==> config.mk <==
export PLATFORM = sky130hd
export DESIGN_NAME = cart_bank_ctrl
export DESIGN_NICKNAME = d
export VERILOG_FILES = /design/src/rtl/cbc_pkg.sv /design/src/rtl/cbc_regs.sv /design/src/rtl/cbc_prg_map.sv /design/src/rtl/cbc_chr_map.sv /design/src/rtl/cbc_irq.sv /design/src/rtl/cart_bank_ctrl.sv
export SDC_FILE = /design/constraint.sdc
export NUM_CORES = 1
export LEC_CHECK = 0
export BUFFER_PORTS_ARGS = -buffer_cell sky130_fd_sc_hd__buf_2
export CORE_ASPECT_RATIO = 1.5
export CORE_MARGIN = 1.5
export CORE_UTILIZATION = 54
export CTS_CLUSTER_SIZE = 30
export DETAILED_ROUTE_END_ITERATION = 8
export PLACE_DENSITY = 0.79
export SLEW_MARGIN = 15
export SYNTH_ARGS = -nofsm -noshare
export SYNTH_HDL_FRONTEND = slang
export SYNTH_SLANG_ARGS = --single-unit
export TNS_END_PERCENT = 50
==> constraint.sdc <==
create_clock -name clk -period 2.3 [get_ports clk]
set_input_delay 0.46 -clock clk [delete_from_list [all_inputs] [get_ports clk]]
set_output_delay 0.46 -clock clk [all_outputs]
set_load 0.005 [all_outputs]
==> src/rtl/cbc_pkg.sv <==
package cbc_pkg;

    typedef enum logic [1:0] {
        MIR_VERT   = 2'd0,
        MIR_HORZ   = 2'd1,
        MIR_ONE_HI = 2'd2
    } mirror_e;

    typedef enum logic [2:0] {
        SEL_CMD     = 3'd0,
        SEL_DATA    = 3'd1,
        SEL_MIRROR  = 3'd2,
        SEL_WRAM    = 3'd3,
        SEL_CNT     = 3'd4,
        SEL_LATCH   = 3'd5,
        SEL_IRQ_OFF = 3'd6,
        SEL_IRQ_ON  = 3'd7
    } sel_e;

    localparam int NUM_BANK_REGS = 8;

    typedef logic [NUM_BANK_REGS-1:0][7:0] bank_arr_t;

endpackage

==> src/rtl/cbc_regs.sv <==
module cbc_regs
    import cbc_pkg::*;
(
    input  logic      clk,
    input  logic      rst_n,
    input  logic      wr_en,
    input  sel_e      sel,
    input  logic [7:0] wdata,
    input  logic      four_screen,
    output bank_arr_t banks,
    output logic      prg_mode,
    output logic      chr_swap,
    output mirror_e   mirror,
    output logic      wram_en,
    output logic      wram_wp
);

    typedef struct packed {
        bank_arr_t  bank;
        logic [7:0] cmd;
        mirror_e    mir;
        logic       wen;
        logic       wp;
    } regs_t;

    regs_t regs_d, regs_q;

    always_comb begin
        regs_d = regs_q;
        if (wr_en) begin
            unique case (sel)
                SEL_CMD:    regs_d.cmd = wdata;
                SEL_DATA:   regs_d.bank[regs_q.cmd[2:0]] = wdata;
                SEL_MIRROR: if (!four_screen) begin
                    if (wdata[6])      regs_d.mir = MIR_ONE_HI;
                    else if (wdata[0]) regs_d.mir = MIR_HORZ;
                    else               regs_d.mir = MIR_VERT;
                end
                SEL_WRAM: begin
                    regs_d.wen = wdata[7];
                    regs_d.wp  = wdata[6];
                end
                default: ;
            endcase
        end
    end

    always_ff @(posedge clk) begin
        if (!rst_n) regs_q <= '0;
        else        regs_q <= regs_d;
    end

    assign banks    = regs_q.bank;
    assign prg_mode = regs_q.cmd[6];
    assign chr_swap = regs_q.cmd[7];
    assign mirror   = regs_q.mir;
    assign wram_en  = regs_q.wen;
    assign wram_wp  = regs_q.wp;

    // nothing moves without a qualified write
    a_r1_idle_hold: assert property (@(posedge clk) disable iff (!rst_n)
        !wr_en |=> $stable(regs_q));

    // data write lands in the register named by the previous command
    a_r2_data_target: assert property (@(posedge clk) disable iff (!rst_n)
        (wr_en && sel == SEL_DATA) |=> regs_q.bank[$past(regs_q.cmd[2:0])] == $past(wdata));

    // four-screen wiring freezes mirroring
    a_r6_four_screen_hold: assert property (@(posedge clk) disable iff (!rst_n)
        four_screen |=> $stable(regs_q.mir));

    // work RAM flags follow the data bits
    a_r7_wram_load: assert property (@(posedge clk) disable iff (!rst_n)
        (wr_en && sel == SEL_WRAM) |=> (wram_en == $past(wdata[7])) && (wram_wp == $past(wdata[6])));

endmodule

==> src/rtl/cbc_prg_map.sv <==
module cbc_prg_map
    import cbc_pkg::*;
#(
    parameter int PRG_KB = 128,
    localparam int PRG_BANKS = PRG_KB / 8,
    localparam int PRG_BW = $clog2(PRG_BANKS)
) (
    input  logic [1:0]        window,
    input  logic              prg_mode,
    input  logic [7:0]        bank6,
    input  logic [7:0]        bank7,
    output logic [PRG_BW-1:0] bank_o
);

    localparam logic [7:0] SECOND_LAST = 8'(PRG_BANKS - 2);
    localparam logic [7:0] LAST_BANK   = 8'(PRG_BANKS - 1);

    logic [7:0] mask;
    logic [7:0] pick;

    generate
        if (PRG_KB == 256) begin : g_wide
            assign mask = 8'h1F;
        end else begin : g_narrow
            assign mask = 8'h0F;
        end
    endgenerate

    always_comb begin
        unique case (window)
            2'd0:    pick = prg_mode ? SECOND_LAST : (bank6 & mask);
            2'd1:    pick = bank7 & mask;
            2'd2:    pick = prg_mode ? (bank6 & mask) : SECOND_LAST;
            default: pick = LAST_BANK;
        endcase
        bank_o = pick[PRG_BW-1:0];
    end

endmodule

==> src/rtl/cbc_chr_map.sv <==
module cbc_chr_map
    import cbc_pkg::*;
(
    input  logic [2:0] slot,
    input  logic       chr_swap,
    input  bank_arr_t  banks,
    output logic [7:0] bank_o
);

    logic [2:0] eff;

    always_comb begin
        eff = slot ^ {chr_swap, 2'b00};
        if (!eff[2]) bank_o = {banks[{2'b00, eff[1]}][7:1], eff[0]};
        else         bank_o = banks[3'({1'b0, eff[1:0]}) + 3'd2];
    end

endmodule

==> src/rtl/cbc_irq.sv <==
module cbc_irq
    import cbc_pkg::*;
(
    input  logic       clk,
    input  logic       rst_n,
    input  logic       wr_en,
    input  sel_e       sel,
    input  logic [7:0] wdata,
    input  logic       scanline,
    output logic       irq
);

    typedef struct packed {
        logic [7:0] cnt;
        logic [7:0] latch;
        logic       en;
        logic       pend;
    } irq_t;

    irq_t irq_d, irq_q;
    logic [7:0] line_next;
    logic       cnt_wr;

    assign cnt_wr = wr_en && (sel == SEL_CNT);

    always_comb begin
        irq_d     = irq_q;
        line_next = (irq_q.cnt == 8'd0) ? irq_q.latch : irq_q.cnt - 8'd1;
        if (scanline) begin
            irq_d.cnt = line_next;
            if (line_next == 8'd0 && irq_q.en) irq_d.pend = 1'b1;
        end
        if (wr_en) begin
            unique case (sel)
                SEL_CNT:     irq_d.cnt   = wdata;
                SEL_LATCH:   irq_d.latch = wdata;
                SEL_IRQ_OFF: begin
                    irq_d.en   = 1'b0;
                    irq_d.pend = 1'b0;
                end
                SEL_IRQ_ON:  irq_d.en = 1'b1;
                default: ;
            endcase
        end
    end

    always_ff @(posedge clk) begin
        if (!rst_n) irq_q <= '0;
        else        irq_q <= irq_d;
    end

    assign irq = irq_q.pend;

    // reload from latch at zero
    a_r8_reload: assert property (@(posedge clk) disable iff (!rst_n)
        (scanline && !cnt_wr && irq_q.cnt == 8'd0) |=> irq_q.cnt == $past(irq_q.latch));

    // decrement otherwise
    a_r8_decrement: assert property (@(posedge clk) disable iff (!rst_n)
        (scanline && !cnt_wr && irq_q.cnt != 8'd0) |=> irq_q.cnt == $past(irq_q.cnt) - 8'd1);

    // disable write clears pending and enable
    a_r9_off_clears: assert property (@(posedge clk) disable iff (!rst_n)
        (wr_en && sel == SEL_IRQ_OFF) |=> (!irq && !irq_q.en));

    // a new interrupt only appears with the counter at zero
    a_r9_rise_at_zero: assert property (@(posedge clk) disable iff (!rst_n)
        $rose(irq_q.pend) |-> (irq_q.cnt == 8'd0 || $past(cnt_wr)));

endmodule

==> src/rtl/cart_bank_ctrl.sv <==
module cart_bank_ctrl
    import cbc_pkg::*;
#(
    parameter int PRG_KB = 128,
    localparam int PRG_BANKS = PRG_KB / 8,
    localparam int PRG_BW = $clog2(PRG_BANKS)
) (
    input  logic               clk,
    input  logic               rst_n,
    input  logic               cpu_wr,
    input  logic [15:0]        cpu_addr,
    input  logic [7:0]         cpu_wdata,
    input  logic               four_screen,
    input  logic               scanline,
    input  logic [12:0]        ppu_addr,
    output logic [PRG_BW+12:0] prg_addr_o,
    output logic [17:0]        chr_addr_o,
    output logic [1:0]         mirror_o,
    output logic               wram_en_o,
    output logic               wram_wp_o,
    output logic               irq_o
);

    logic              wr_hit;
    sel_e              sel;
    bank_arr_t         banks;
    logic              prg_mode;
    logic              chr_swap;
    mirror_e           mirror;
    logic [PRG_BW-1:0] prg_bank;
    logic [7:0]        chr_bank;

    assign wr_hit = cpu_wr && cpu_addr[15];
    assign sel    = sel_e'({cpu_addr[14:13], cpu_addr[0]});

    cbc_regs u_regs (
        .clk         (clk),
        .rst_n       (rst_n),
        .wr_en       (wr_hit),
        .sel         (sel),
        .wdata       (cpu_wdata),
        .four_screen (four_screen),
        .banks       (banks),
        .prg_mode    (prg_mode),
        .chr_swap    (chr_swap),
        .mirror      (mirror),
        .wram_en     (wram_en_o),
        .wram_wp     (wram_wp_o)
    );

    cbc_prg_map #(.PRG_KB(PRG_KB)) u_prg (
        .window   (cpu_addr[14:13]),
        .prg_mode (prg_mode),
        .bank6    (banks[6]),
        .bank7    (banks[7]),
        .bank_o   (prg_bank)
    );

    cbc_chr_map u_chr (
        .slot     (ppu_addr[12:10]),
        .chr_swap (chr_swap),
        .banks    (banks),
        .bank_o   (chr_bank)
    );

    cbc_irq u_irq (
        .clk      (clk),
        .rst_n    (rst_n),
        .wr_en    (wr_hit),
        .sel      (sel),
        .wdata    (cpu_wdata),
        .scanline (scanline),
        .irq      (irq_o)
    );

    assign prg_addr_o = {prg_bank, cpu_addr[12:0]};
    assign chr_addr_o = {chr_bank, ppu_addr[9:0]};
    assign mirror_o   = mirror;

    // top window is pinned to the last bank
    a_r4_top_window_last: assert property (@(posedge clk) disable iff (!rst_n)
        (cpu_addr[15:13] == 3'b111) |-> prg_addr_o[PRG_BW+12:13] == PRG_BW'(PRG_BANKS - 1));

    // mirroring never takes the unused code
    a_r6_mirror_legal: assert property (@(posedge clk) disable iff (!rst_n)
        mirror_o != 2'd3);

endmodule

Word-level counts from Yosys, hierarchy flattened
Index checks and enable logic that the tools add are counted.
Operators by class
  reduce and logical (&&, ||, !) cells: 14
  add/sub/neg operators: 2
  $lt $le $gt $ge: 4
  equality and inequality tests: 9
  bitwise logic cells: 2
  muxes and demuxes: 22
Operators by type and width (number)
  $mux W8: 9
  $bwmux W64: 1
  $bmux W8 S3: 1
  $demux W8 S3: 1
  $mux W18: 1
  $logic_not A8 Y1: 2
  $eq A3 B3 Y1 const B: 4
  $pmux W4 S3: 1
  $reduce_and A2 Y1: 5
  $lt A3 B4 Y1 const B: 2
  $mux W4: 2
  $sub A8 B1 Y8 const B: 1
  $eq A3 B2 Y1 const B: 2
  $lt A1 B4 Y1 const B: 1
  $mux W1: 4
  $add A2 B2 Y3 const B: 1
  $eq A3 B1 Y1 const B: 1
  $ge A3 B1 Y1 const B: 1
  $logic_and A1 B1 Y1: 3
  $logic_not A3 Y1: 1
  $reduce_and A3 Y1: 1
  $xor A3 B3 Y3: 1
  $eq A2 B1 Y1 const B: 1
  $eq A2 B2 Y1 const B: 1
  5 further kinds: 5
Storage, ports and cells
  output and inout bits: 40
  input port bits: 42
  logic and storage cells: 69
  register bits: 94

Depth between registers and ports, before layout
Gate-level depths: netlist of the first run.
  depth in word-level cells: 8
  depth in mapped cells: 7
  gate-level depth less buffers: 7

By module
A second synthesis of the first run with hierarchy kept.
Second synthesis, totals
  cells, all modules: 552
  area total of the unflattened synthesis: 5107.4 µm²
Modules (own cells, without submodules)
  cbc_regs: times used 1, cells each 326, sequential area each 1461.4 µm², area each 3230.6 µm²
  cbc_irq: times used 1, cells each 148, sequential area each 360.3 µm², area each 1189.9 µm²
  cbc_chr_map: times used 1, cells each 37, sequential area each 0.0 µm², area each 371.6 µm²
  cart_bank_ctrl: times used 1, cells each 24, sequential area each 0.0 µm², area each 178.9 µm²
  cbc_prg_map: times used 1, cells each 17, sequential area each 0.0 µm², area each 136.4 µm²

Least setup slack after synthesis of the first run
OpenSTA, ideal clock, no wires.
  kind: input-to-output
  start: in ppu_addr[11]
  end: out chr_addr_o[15]
  setup slack: 0.169 ns
  arrival time: 1.671 ns
  stages: 5
  required time: 1.840 ns
  path buffers: 2
  path through: clkbuf_1 > buf_1 > mux4_2 > nand2_1 > o21ai_0
Between the ends
  cells in the longest elaborated chain, start to end: 5
  elaborated cells on any way between the ends: 7
  those cells by class: add/sub: 1; mux: 5; bitwise: 1
RTL lines
  start, declared: RTL line cart_bank_ctrl.sv:15  | input logic [12:0] ppu_addr,
  $xor A3 B3 Y3 *: RTL line cbc_chr_map.sv:13  | eff = slot ^ {chr_swap, 2'b00};
  $add A2 B2 Y3: RTL line cbc_chr_map.sv:15  | else bank_o = banks[3'({1'b0, eff[1:0]}) + 3'd2];
  $bmux W8 S3: RTL line cbc_chr_map.sv:15
  $mux W8 (not written as such): RTL line cbc_chr_map.sv:15
  $mux W8 *: RTL line cbc_chr_map.sv:14  | if (!eff[2]) bank_o = {banks[{2'b00, eff[1]}][7:1], eff[0]};
  end, declared: RTL line cart_bank_ctrl.sv:17  | output logic [17:0] chr_addr_o,
Mark *: on every way between the ends. The rest lies on a longest branch, timed or not. The select of a mux whose other input is x is not followed.

Final worst setup path of the first run
  start: reg u_irq.irq_q[10] in the netlist's numbering
  end: reg u_irq.irq_q[13] in the netlist's numbering
Between the ends
  cells in the longest elaborated chain, start to end: 5
  elaborated cells on any way between the ends: 6
  those cells by class: add/sub: 1; mux: 4; reduce/logical: 1
RTL lines
  start, declared: RTL line cbc_irq.sv:20  | irq_t irq_d, irq_q;
  start signal, assigned: RTL line cbc_irq.sv:49  | else irq_q <= irq_d;
  $sub A8 B1 Y8 / $logic_not A8 Y1 (equally long branches): RTL line cbc_irq.sv:28  | line_next = (irq_q.cnt == 8'd0) ? irq_q.latch : irq_q.cnt - 8'd1;
  $mux W8 *: RTL line cbc_irq.sv:28
  $mux W8 *: RTL line cbc_irq.sv:29  | if (scanline) begin
  $mux W8: RTL line cbc_irq.sv:34  | unique case (sel)
  $mux W18 *: RTL line cbc_irq.sv:33  | if (wr_en) begin
Mark *: on every way between the ends. The rest lies on a longest branch, timed or not.
A chain may end at the register's enable or synchronous reset.

==> results.json, run 1 <==
{
  "yosys_warnings": 0,
  "drv_cap": 0,
  "layout-drive-gt1-share_pct": 18.9,
  "ys_seq_area_share_pct": 40.5,
  "routed_wl_um": 8840,
  "avgSynthCellArea_um2": 8.95,
  "cts_setup_buffers": 0,
  "grt_pass1_wl_um": 14400,
  "finalSetupTns_ns": 0,
  "htreeDepth": 3,
  "status": "completed",
  "start_util_pct": 55.5,
  "ir_worst_vdd_uv": 488,
  "post-route-min-period_ns": 2.09,
  "rr_worst_depth": 7,
  "grtUsageTotal_pct": 23.7,
  "setup_viol_count_final": 0,
  "crit_slowest_cell": "or3b_2",
  "worstPathRequired_ns": 2.58,
  "cts-root-buf": "clkbuf_8",
  "drc": 0,
  "fin_crit_sh_pct": 90.7,
  "cts_tree": "done",
  "synth_cell_types": 47,
  "min_path_cells": 3,
  "synth_top_cell_by_area": "dfxtp_1",
  "initialDrtViolationCount": 141,
  "postCtsHoldBufs": 0,
  "gp_congestion": 0.930,
  "hp-class": "in2reg",
  "grt_max_degree": 76,
  "hold_viol_final": 0,
  "vias": 3150,
  "clk_pin_slew_ns": 0.08,
  "path_class": "reg2reg",
  "ys_seq_elements": 81,
  "insertion_delay_ns": 0.35,
  "die-area_um2": 7960,
  "leakagePower_uw": 0.00179,
  "rows": 38,
  "dp.final_hpwl_um": 6080,
  "fin_cells": 556,
  "synth-main-ff-cell": "dfxtp_1",
  "drtPass1Iterations": 5,
  "cp-start-kind": "register",
  "fin_nets": 494,
  "diodes": 0,
  "synth_edf_count": 0,
  "area_growth_pct": 7.81,
  "crit_fanout": 5,
  "p_per_area_nw_per_um2": 740,
  "cpPeakStageDelay_ns": 0.50,
  "relSlewSlack_pct": 63.5,
  "rsz0062_at_grt": "no",
  "endpoint_kind": "register",
  "final_common_cell": "dfxtp_1",
  "grt_overflow": 0,
  "worstPathCellList": "inv_1 -> ha_1 -> or3b_2 -> nor2_1 -> o21ai_0 -> a221o_1 -> a21oi_1",
  "cts_sinks": 81,
  "fillerInstances": 648,
  "clockBufferDepth": 2,
  "dp.cells": 540,
  "synthTopCellsByArea": "dfxtp_1 40%, mux2i_1 18%, nor2_1 7.1%",
  "boundaryPins": 82,
  "die_y_um": 109,
  "antenna_left": 0,
  "clock.fmax_mhz": 479,
  "cts_buffers": 9,
  "antenna_found_initial": 0,
  "synth.cell_area_um2": 4010,
  "dieWidth_um": 73.3,
  "arrival_ns": 2.36,
  "io_buffers": 37,
  "drt-wirelength-per-cell_um": 15.9,
  "slew_viol_final": 0,
  "grt_pass1_vias": 3090,
  "cts_resized": 0,
  "core_area_um2": 7230,
  "final_cell_mix": "81 x dfxtp_1, 76 x nor2_1, 72 x mux2i_1",
  "worstMarginPinSlew_ns": 0.547,
  "synth_top_area_share_pct": 40.5,
  "syn_inst": 448,
  "synth_nets": 491,
  "viasPerCell": 5.67,
  "finClkSkew_ns": 0.00514,
  "async_flop_share_pct": 0
}
-- power breakdown --
part	internal, uW	switching (uW)
clock	590	474
combinational	272	356
sequential	1440	65.3
-- sequential cells by signal (all words and copies together) (netlist names), 2 cells and up --
register       flops
u_regs.banks      54
u_irq.irq_q       17
u_regs.regs_q      3
u_regs.mirror      2
-- final timing paths --
check / start / end / slack (ns)
worst min register to register: u_regs.mirror[0] / u_regs.mirror[0] / 0.46
worst max-delay path: u_irq.irq_q[10] / u_irq.irq_q[13] / 0.21
worst max register to register: u_irq.irq_q[10] / u_irq.irq_q[13] / 0.21
worst min-delay path: rst_n / u_irq.irq_q[17] / 0.42
-- layer usage --
metal / vias to the layer above / global-route usage (%) / share of wire (%)
met4: 0 / 13.8 / 3.4
met3: 27 / 4.01 / 3.4
met1: 1532 / 27.7 / 41
met2: 67 / 40.1 / 52
met5: - / 0 / 0
li1: 1524 / - / -
-- worst max-delay path, delay by kind of cell (launching register included) --
kind	cells	cell delay (ns)
compound gates	3	0.64
buf+inv	1	0.12
fa+ha+maj	1	0.17
simple gates	2	0.74
flops	1	0.35
-- synthesized netlist by cell type, types with 2 or more instances --
| library cell | n |
|---|---|
| nand2b_1 | 4 |
| nor3b_1 | 3 |
| a211oi_1 | 3 |
| nand3b_1 | 3 |
| nand2_1 | 30 |
| and3_1 | 2 |
| inv_1 | 6 |
| a21oi_1 | 17 |
| mux4_2 | 7 |
| o21bai_1 | 2 |
| nand3_2 | 2 |
| buf_1 | 3 |
| mux2i_1 | 72 |
| nand3_1 | 11 |
| dfxtp_1 | 81 |
| o211ai_1 | 3 |
| nor4_1 | 2 |
| o31ai_1 | 2 |
| o22ai_1 | 2 |
| nor2_2 | 2 |
| a31oi_1 | 3 |
| nor3_1 | 5 |
| o22a_1 | 3 |
| buf_2 | 2 |
| clkbuf_1 | 27 |
| o21ai_0 | 24 |
| nor2_1 | 76 |
| or3b_2 | 2 |
| or3_1 | 2 |
| or4_1 | 3 |
| buf_4 | 28 |
-- final cells by class --
type,count,area (um^2),area share [%]
Multi-Input combinational cell,300,2030,46.9
Clock buffer,14,173,4.00
Clock inverter,2,35.0,0.811
Timing Repair Buffer,53,318,7.36
Tap cell,100,125,2.90
Inverter,6,22.5,0.521
Sequential cell,81,1620,37.5
-- through the flow --
step | setup WS [ns] | hold slack, ns | cell area, um^2 | utilization [%] | total power (uW)
after detailed placement | 0.173 | 0.450 | 4110 | 56.9 | 2150
final | 0.213 | 0.421 | 4320 | 59.8 | 3200
after global placement | 0.237 | 0.440 | 4110 | 56.9 | 2140
after floorplan | 0.169 | 0.432 | 4010 | - | 2000
after global routing | 0.115 | 0.430 | 4320 | 59.8 | 3340
after CTS | 0.231 | 0.413 | 4320 | 59.8 | 3210
-- logic make-up (layout without fill, tap and decap cells) --
logic type | after synthesis | after routing | synth area share (%)
AO/OA/AOI/OAI | 64 | 64 | 9.52
XOR/XNOR | 2 | 2 | 0.437
multiplexers | 80 | 80 | 22.2
AND/OR/NAND/NOR | 153 | 153 | 17.9
buffers and inverters | 67 | 75 | 9.15
flip-flops | 81 | 81 | 40.5
adder cells (fa/ha/maj) | 1 | 1 | 0.312
Power figures use the tool's default switching activity.
==> run 2, diff against run 1 <==
CORE_ASPECT_RATIO = 1.2   (was 1.5)
==> run 2 against run 1 <==
Effect of this change: routed wire length fell by 0.51%; global-route usage rose by 0.40 points; design area fell by 0.84%.
==> results.json, run 2 (same netlist as run 1, synthesis figures left out) <==
{
  "clockBufferDepth": 2,
  "grt_max_degree": 31,
  "combPwrFrac_pct": 20.5,
  "insertion_delay_ns": 0.34,
  "initialDrtViolationCount": 147,
  "rsz0062_at_grt": "no",
  "die-area_um2": 7950,
  "final_common_cell": "dfxtp_1",
  "rr_worst_depth": 5,
  "drc": 0,
  "drt-wirelength-per-cell_um": 16.1,
  "die_y_um": 97.4,
  "fin_nets": 496,
  "grt_pass1_vias": 3087,
  "worstPathRequired_ns": 1.84,
  "cp-start-kind": "primary input",
  "cts_setup_buffers": 0,
  "area_growth_pct": 6.90,
  "regArea_um2": 1620,
  "rows": 34,
  "hp-class": "in2reg",
  "clkPwrFrac_pct": 30.0,
  "finClkSkew_ns": 0.00886,
  "hp-start": "rst_n",
  "dieWidth_um": 81.6,
  "final_cell_mix": "81 x dfxtp_1, 76 x nor2_1, 72 x mux2i_1",
  "grtUsageTotal_pct": 24.1,
  "final.setup.worst_slack_ns": 0.257,
  "io_buffers": 37,
  "cts_resized": 0,
  "fillerInstances": 645,
  "core_area_um2": 7230,
  "clock.fmax_mhz": 490,
  "regToRegStartpoint": "u_regs.regs_q[4]",
  "switching_share_pct": 29.2,
  "p_switching_uw": 889,
  "antenna_found_initial": 0,
  "setup_viol_count_final": 0,
  "clk_pin_slew_ns": 0.08,
  "fin_crit_sh_pct": 88.8,
  "cts_buffers": 9,
  "endpoint_kind": "primary output",
  "pwr-share-seq_pct": 49.5,
  "viasPerCell": 5.76,
  "cts_sinks": 81,
  "intPower_uw": 2150,
  "drv_cap": 0,
  "path_class": "in2out",
  "dp.final_hpwl_um": 6100,
  "drtPass1Iterations": 4,
  "post-route-min-period_ns": 2.04,
  "cts-root-buf": "clkbuf_8",
  "grt_overflow": 0,
  "timing.hold.ws_ns": 0.428,
  "slew_viol_final": 0,
  "r2r_slack_ns": 0.32,
  "multi_input_area_um2": 2030,
  "grt_pass1_wl_um": 14800,
  "gp_congestion": 0.887,
  "vias": 3147,
  "cp-startpoint": "ppu_addr[10]",
  "boundaryPins": 82,
  "min_path_cells": 3,
  "p_per_area_nw_per_um2": 710,
  "place_ws_ns": 0.151,
  "cts_tree": "done",
  "leakagePower_uw": 0.00178,
  "relSlewSlack_pct": 62.8,
  "hold_viol_final": 0,
  "postCtsHoldBufs": 0,
  "crit_fanout": 9,
  "status": "completed",
  "layout-drive-gt1-share_pct": 19.3,
  "worstMarginPinSlew_ns": 0.558,
  "antenna_left": 0,
  "routed_wl_um": 8800,
  "largest_reg_flops": 54,
  "ir_worst_vdd_uv": 464,
  "start_util_pct": 55.4,
  "htreeDepth": 3,
  "diodes": 0,
  "arrival_ns": 1.58,
  "finalSetupTns_ns": 0
}
-- run 2: cell types whose count changed in the layout (fill, tap and decap cells not counted) --
cell        before  now
clkinv_2         1    2
clkbuf_1         2    0
buf_4           15   17
bufinv_16        1    0
clkinvlp_4       0    1
clkbuf_8        12   11
-- run 2: path summary, 6_finish.rpt --
check                     end
max            chr_addr_o[16]
min           u_irq.irq_q[17]
max reg2reg  u_regs.banks[22]
min reg2reg  u_regs.banks[14]
-- run 2: stage by stage --
step / utilization (%) / instance area, um^2 / std cells / power, uW
2_1_floorplan: - / 4010 / 448 / 2000
3_3_place_gp: 56.9 / 4120 / 532 / 2140
3_5_place_dp: 56.9 / 4120 / 532 / 2150
4_1_cts: 59.2 / 4280 / 546 / 3050
5_1_grt: 59.2 / 4280 / 546 / 3200
6_report: 59.2 / 4280 / 546 / 3040
-- run 2: power groups by stage --
stage                     Combinational [uW]  Sequential (uW)  Clock, uW
final                                    623             1500        913
after global routing                     703             1510        988
after CTS                                619             1500        930
after detailed placement                 615             1530          0
after global placement                   607             1530          0
after floorplan                          498             1500          0
-- run 2: layout make-up --
type,instances,area share [%]
Clock buffer,11,3.53
Clock inverter,3,0.409
Inverter,6,0.526
Multi-Input combinational cell,300,47.3
Sequential cell,81,37.9
Tap cell,90,2.63
Timing Repair Buffer,55,7.77
-- run 2: layer usage --
layer	vias up	GRT usage, %	routed length, um
li1	1531	-	-
met1	1526	31.1	3870
met2	77	38.5	4420
met3	13	6.29	375
met4	0	8.74	133
met5	-	0	0
-- run 2: critical path, stage by stage --
cell and delay, ns:
buf_2 0.26, mux4_2 0.53, nand2_1 0.07, o21ai_0 0.11, buf_2 0.15
==> run 3, diff against run 2 <==
CORE_MARGIN = not set   (was 1.5)
CORE_UTILIZATION = 50   (was 54)
PLACE_DENSITY = 0.74   (was 0.79)
SETUP_SLACK_MARGIN = 0.4   (was not set)
==> run 3 against run 2 <==
Effect of this change: global-route usage down 1.4 points; non-clock buffer count is 2 lower; sequential power about the same; first-iteration DRC count is 28% higher; fmax up 7.6%; clock skew rose by 0.0052 ns; highest routed layer unchanged.
==> results.json, run 3 (same netlist as run 1, synthesis figures left out) <==
{
  "final_cell_mix": "75 x nor2_1, 73 x dfxtp_1, 72 x mux2i_1",
  "arrival_ns": 1.44,
  "layout-drive-gt1-share_pct": 23.5,
  "cpPeakStageDelay_ns": 0.35,
  "crit_slowest_cell": "dfxtp_2",
  "die-area_um2": 8380,
  "grt_overflow": 0,
  "crit_buf_inv": 3,
  "grt_pass1_vias": 3100,
  "viasPerCell": 5.69,
  "hold_viol_final": 0,
  "fin_nets": 494,
  "path_class": "reg2out",
  "dieWidth_um": 83.7,
  "r2r_slack_ns": 0.47,
  "gp_congestion": 0.888,
  "combPwrFrac_pct": 20.5,
  "antenna_found_initial": 0,
  "drc": 0,
  "intPower_uw": 2360,
  "boundaryPins": 82,
  "endpoint": "chr_addr_o[14]",
  "largest_reg_flops": 54,
  "start_util_pct": 52.0,
  "post-route-min-period_ns": 1.90,
  "insertion_delay_ns": 0.36,
  "cp.depth": 6,
  "drtPass1Iterations": 4,
  "dp.final_hpwl_um": 5960,
  "die_y_um": 100,
  "rsz0062_at_grt": "yes",
  "p_per_area_nw_per_um2": 763,
  "cts_tree": "done",
  "relSlewSlack_pct": 62.0,
  "r2r-end": "u_irq.irq_q[13]",
  "htreeDepth": 3,
  "status": "completed",
  "fin_crit_sh_pct": 82.6,
  "cp-start-kind": "register",
  "setup_viol_count_final": 0,
  "cts-root-buf": "clkbuf_8",
  "crit_fanout": 7,
  "clkPwrFrac_pct": 34.3,
  "final_common_cell": "nor2_1",
  "diodes": 0,
  "worstPathRequired_ns": 1.84,
  "core_area_um2": 7710,
  "vias": 3120,
  "slew_viol_final": 0,
  "routed_wl_um": 9020,
  "cts_sinks": 81,
  "fillerInstances": 683,
  "clk_pin_slew_ns": 0.09,
  "drv_cap": 0,
  "worstMarginPinSlew_ns": 0.570,
  "p_switching_uw": 989,
  "place_ws_ns": 0.225,
  "regToRegStartpoint": "u_irq.irq_q[10]",
  "finalSetupTns_ns": 0,
  "grt_max_degree": 76,
  "rr_worst_depth": 7,
  "cpLargestDelayFamily": "buffers and inverters",
  "io_buffers": 37,
  "hp-class": "in2reg",
  "leakagePower_uw": 0.00181,
  "area_growth_pct": 9.65,
  "endpoint_kind": "primary output",
  "rows": 35,
  "switching_share_pct": 29.5,
  "grtUsageTotal_pct": 22.7,
  "initialDrtViolationCount": 188,
  "pwr-share-seq_pct": 45.2,
  "grt_pass1_wl_um": 15000,
  "ir_worst_vdd_uv": 407,
  "cts_buffers": 9,
  "final.setup.worst_slack_ns": 0.401,
  "cp-startpoint": "u_regs.chr_swap",
  "clockBufferDepth": 2,
  "antenna_left": 0,
  "finClkSkew_ns": 0.0140,
  "drt-wirelength-per-cell_um": 16.5,
  "worstPathCellList": "xor2_2 -> buf_6 -> buf_4 -> nand2_1 -> o21ai_0 -> buf_2",
  "clock.fmax_mhz": 527
}
## run 3: cell count changes in the layout (fill, tap and decap cells not counted), moves of 3 or more
cell	previous run	this run
o21ai_0	24	18
dfxtp_1	81	73
buf_4	17	14
o21ai_1	0	6
dfxtp_2	0	8
## run 3: layer usage
layer | global-route usage (%) | vias up | share of wire (%) | routed length [um]
met5 | 0 | - | 0 | 0
met4 | 11.0 | 0 | 1.6 | 148
met3 | 5.26 | 12 | 5.7 | 514
met2 | 38.1 | 79 | 50 | 4500
met1 | 27.6 | 1501 | 43 | 3860
li1 | - | 1528 | - | -
## run 3: how the worst min path moves through the flow
| stage | from | to | slack (ns) | cells past startpoint |
|---|---|---|---|---|
| 2_1_floorplan | u_regs.mirror[0] | u_regs.mirror[0] | 0.43 | 2 |
| 3_3_place_gp | u_regs.banks[14] | u_regs.banks[14] | 0.44 | 2 |
| 3_5_place_dp | u_regs.banks[15] | u_regs.banks[15] | 0.45 | 2 |
| 4_1_cts | rst_n | u_irq.irq_q[12] | 0.40 | 3 |
| 5_1_grt | rst_n | u_irq.irq_q[12] | 0.42 | 3 |
| 6_report | rst_n | u_irq.irq_q[12] | 0.41 | 3 |
## run 3: what timing repair did
item	in CTS	in global routing
setup buffers	2	0
cloned	0	1
resized for setup	6	25
hold buffers	0	0
pin swaps	0	1
setup endpoints to repair	10	20
endpoints found under the hold margin	0	0
## run 3: through the flow
step | hold slack, ns | cells | area [um^2] | util (%) | power [uW]
3_3_place_gp | 0.443 | 529 | 4090 | 53.1 | 2150
6_report | 0.410 | 548 | 4390 | 57.0 | 3350
3_5_place_dp | 0.451 | 529 | 4090 | 53.1 | 2150
2_1_floorplan | 0.432 | 448 | 4030 | - | 2000
5_1_grt | 0.418 | 548 | 4390 | 57.0 | 3510
4_1_cts | 0.403 | 547 | 4340 | 56.3 | 3320
## run 3: area by class of cell
type / count / area (um^2) / share of cell area, %
Timing Repair Buffer: 53 / 328 / 7.46
Clock buffer: 9 / 124 / 2.82
Sequential cell: 81 / 1630 / 37.1
Inverter: 6 / 22.5 / 0.513
Tap cell: 92 / 115 / 2.62
Clock inverter: 7 / 92.6 / 2.11
Multi-Input combinational cell: 300 / 2080 / 47.4
## run 3: worst register-to-register path, cell delays in order (launching register included)
cell and delay, ns:
dfxtp_2 0.35, inv_2 0.09, ha_2 0.18, or3b_4 0.41
nor2_4 0.14, o21ai_0 0.09, a221o_1 0.36, a21oi_1 0.13
## run 3: power by group through the flow
| stage | logic [uW] | clock network, uW | registers [uW] |
|---|---|---|---|
| detailed placement | 615 | 0 | 1530 |
| finish | 687 | 1150 | 1520 |
| global route | 749 | 1230 | 1520 |
| global placement | 615 | 0 | 1530 |
| CTS | 649 | 1170 | 1500 |
| floorplan | 500 | 0 | 1500 |
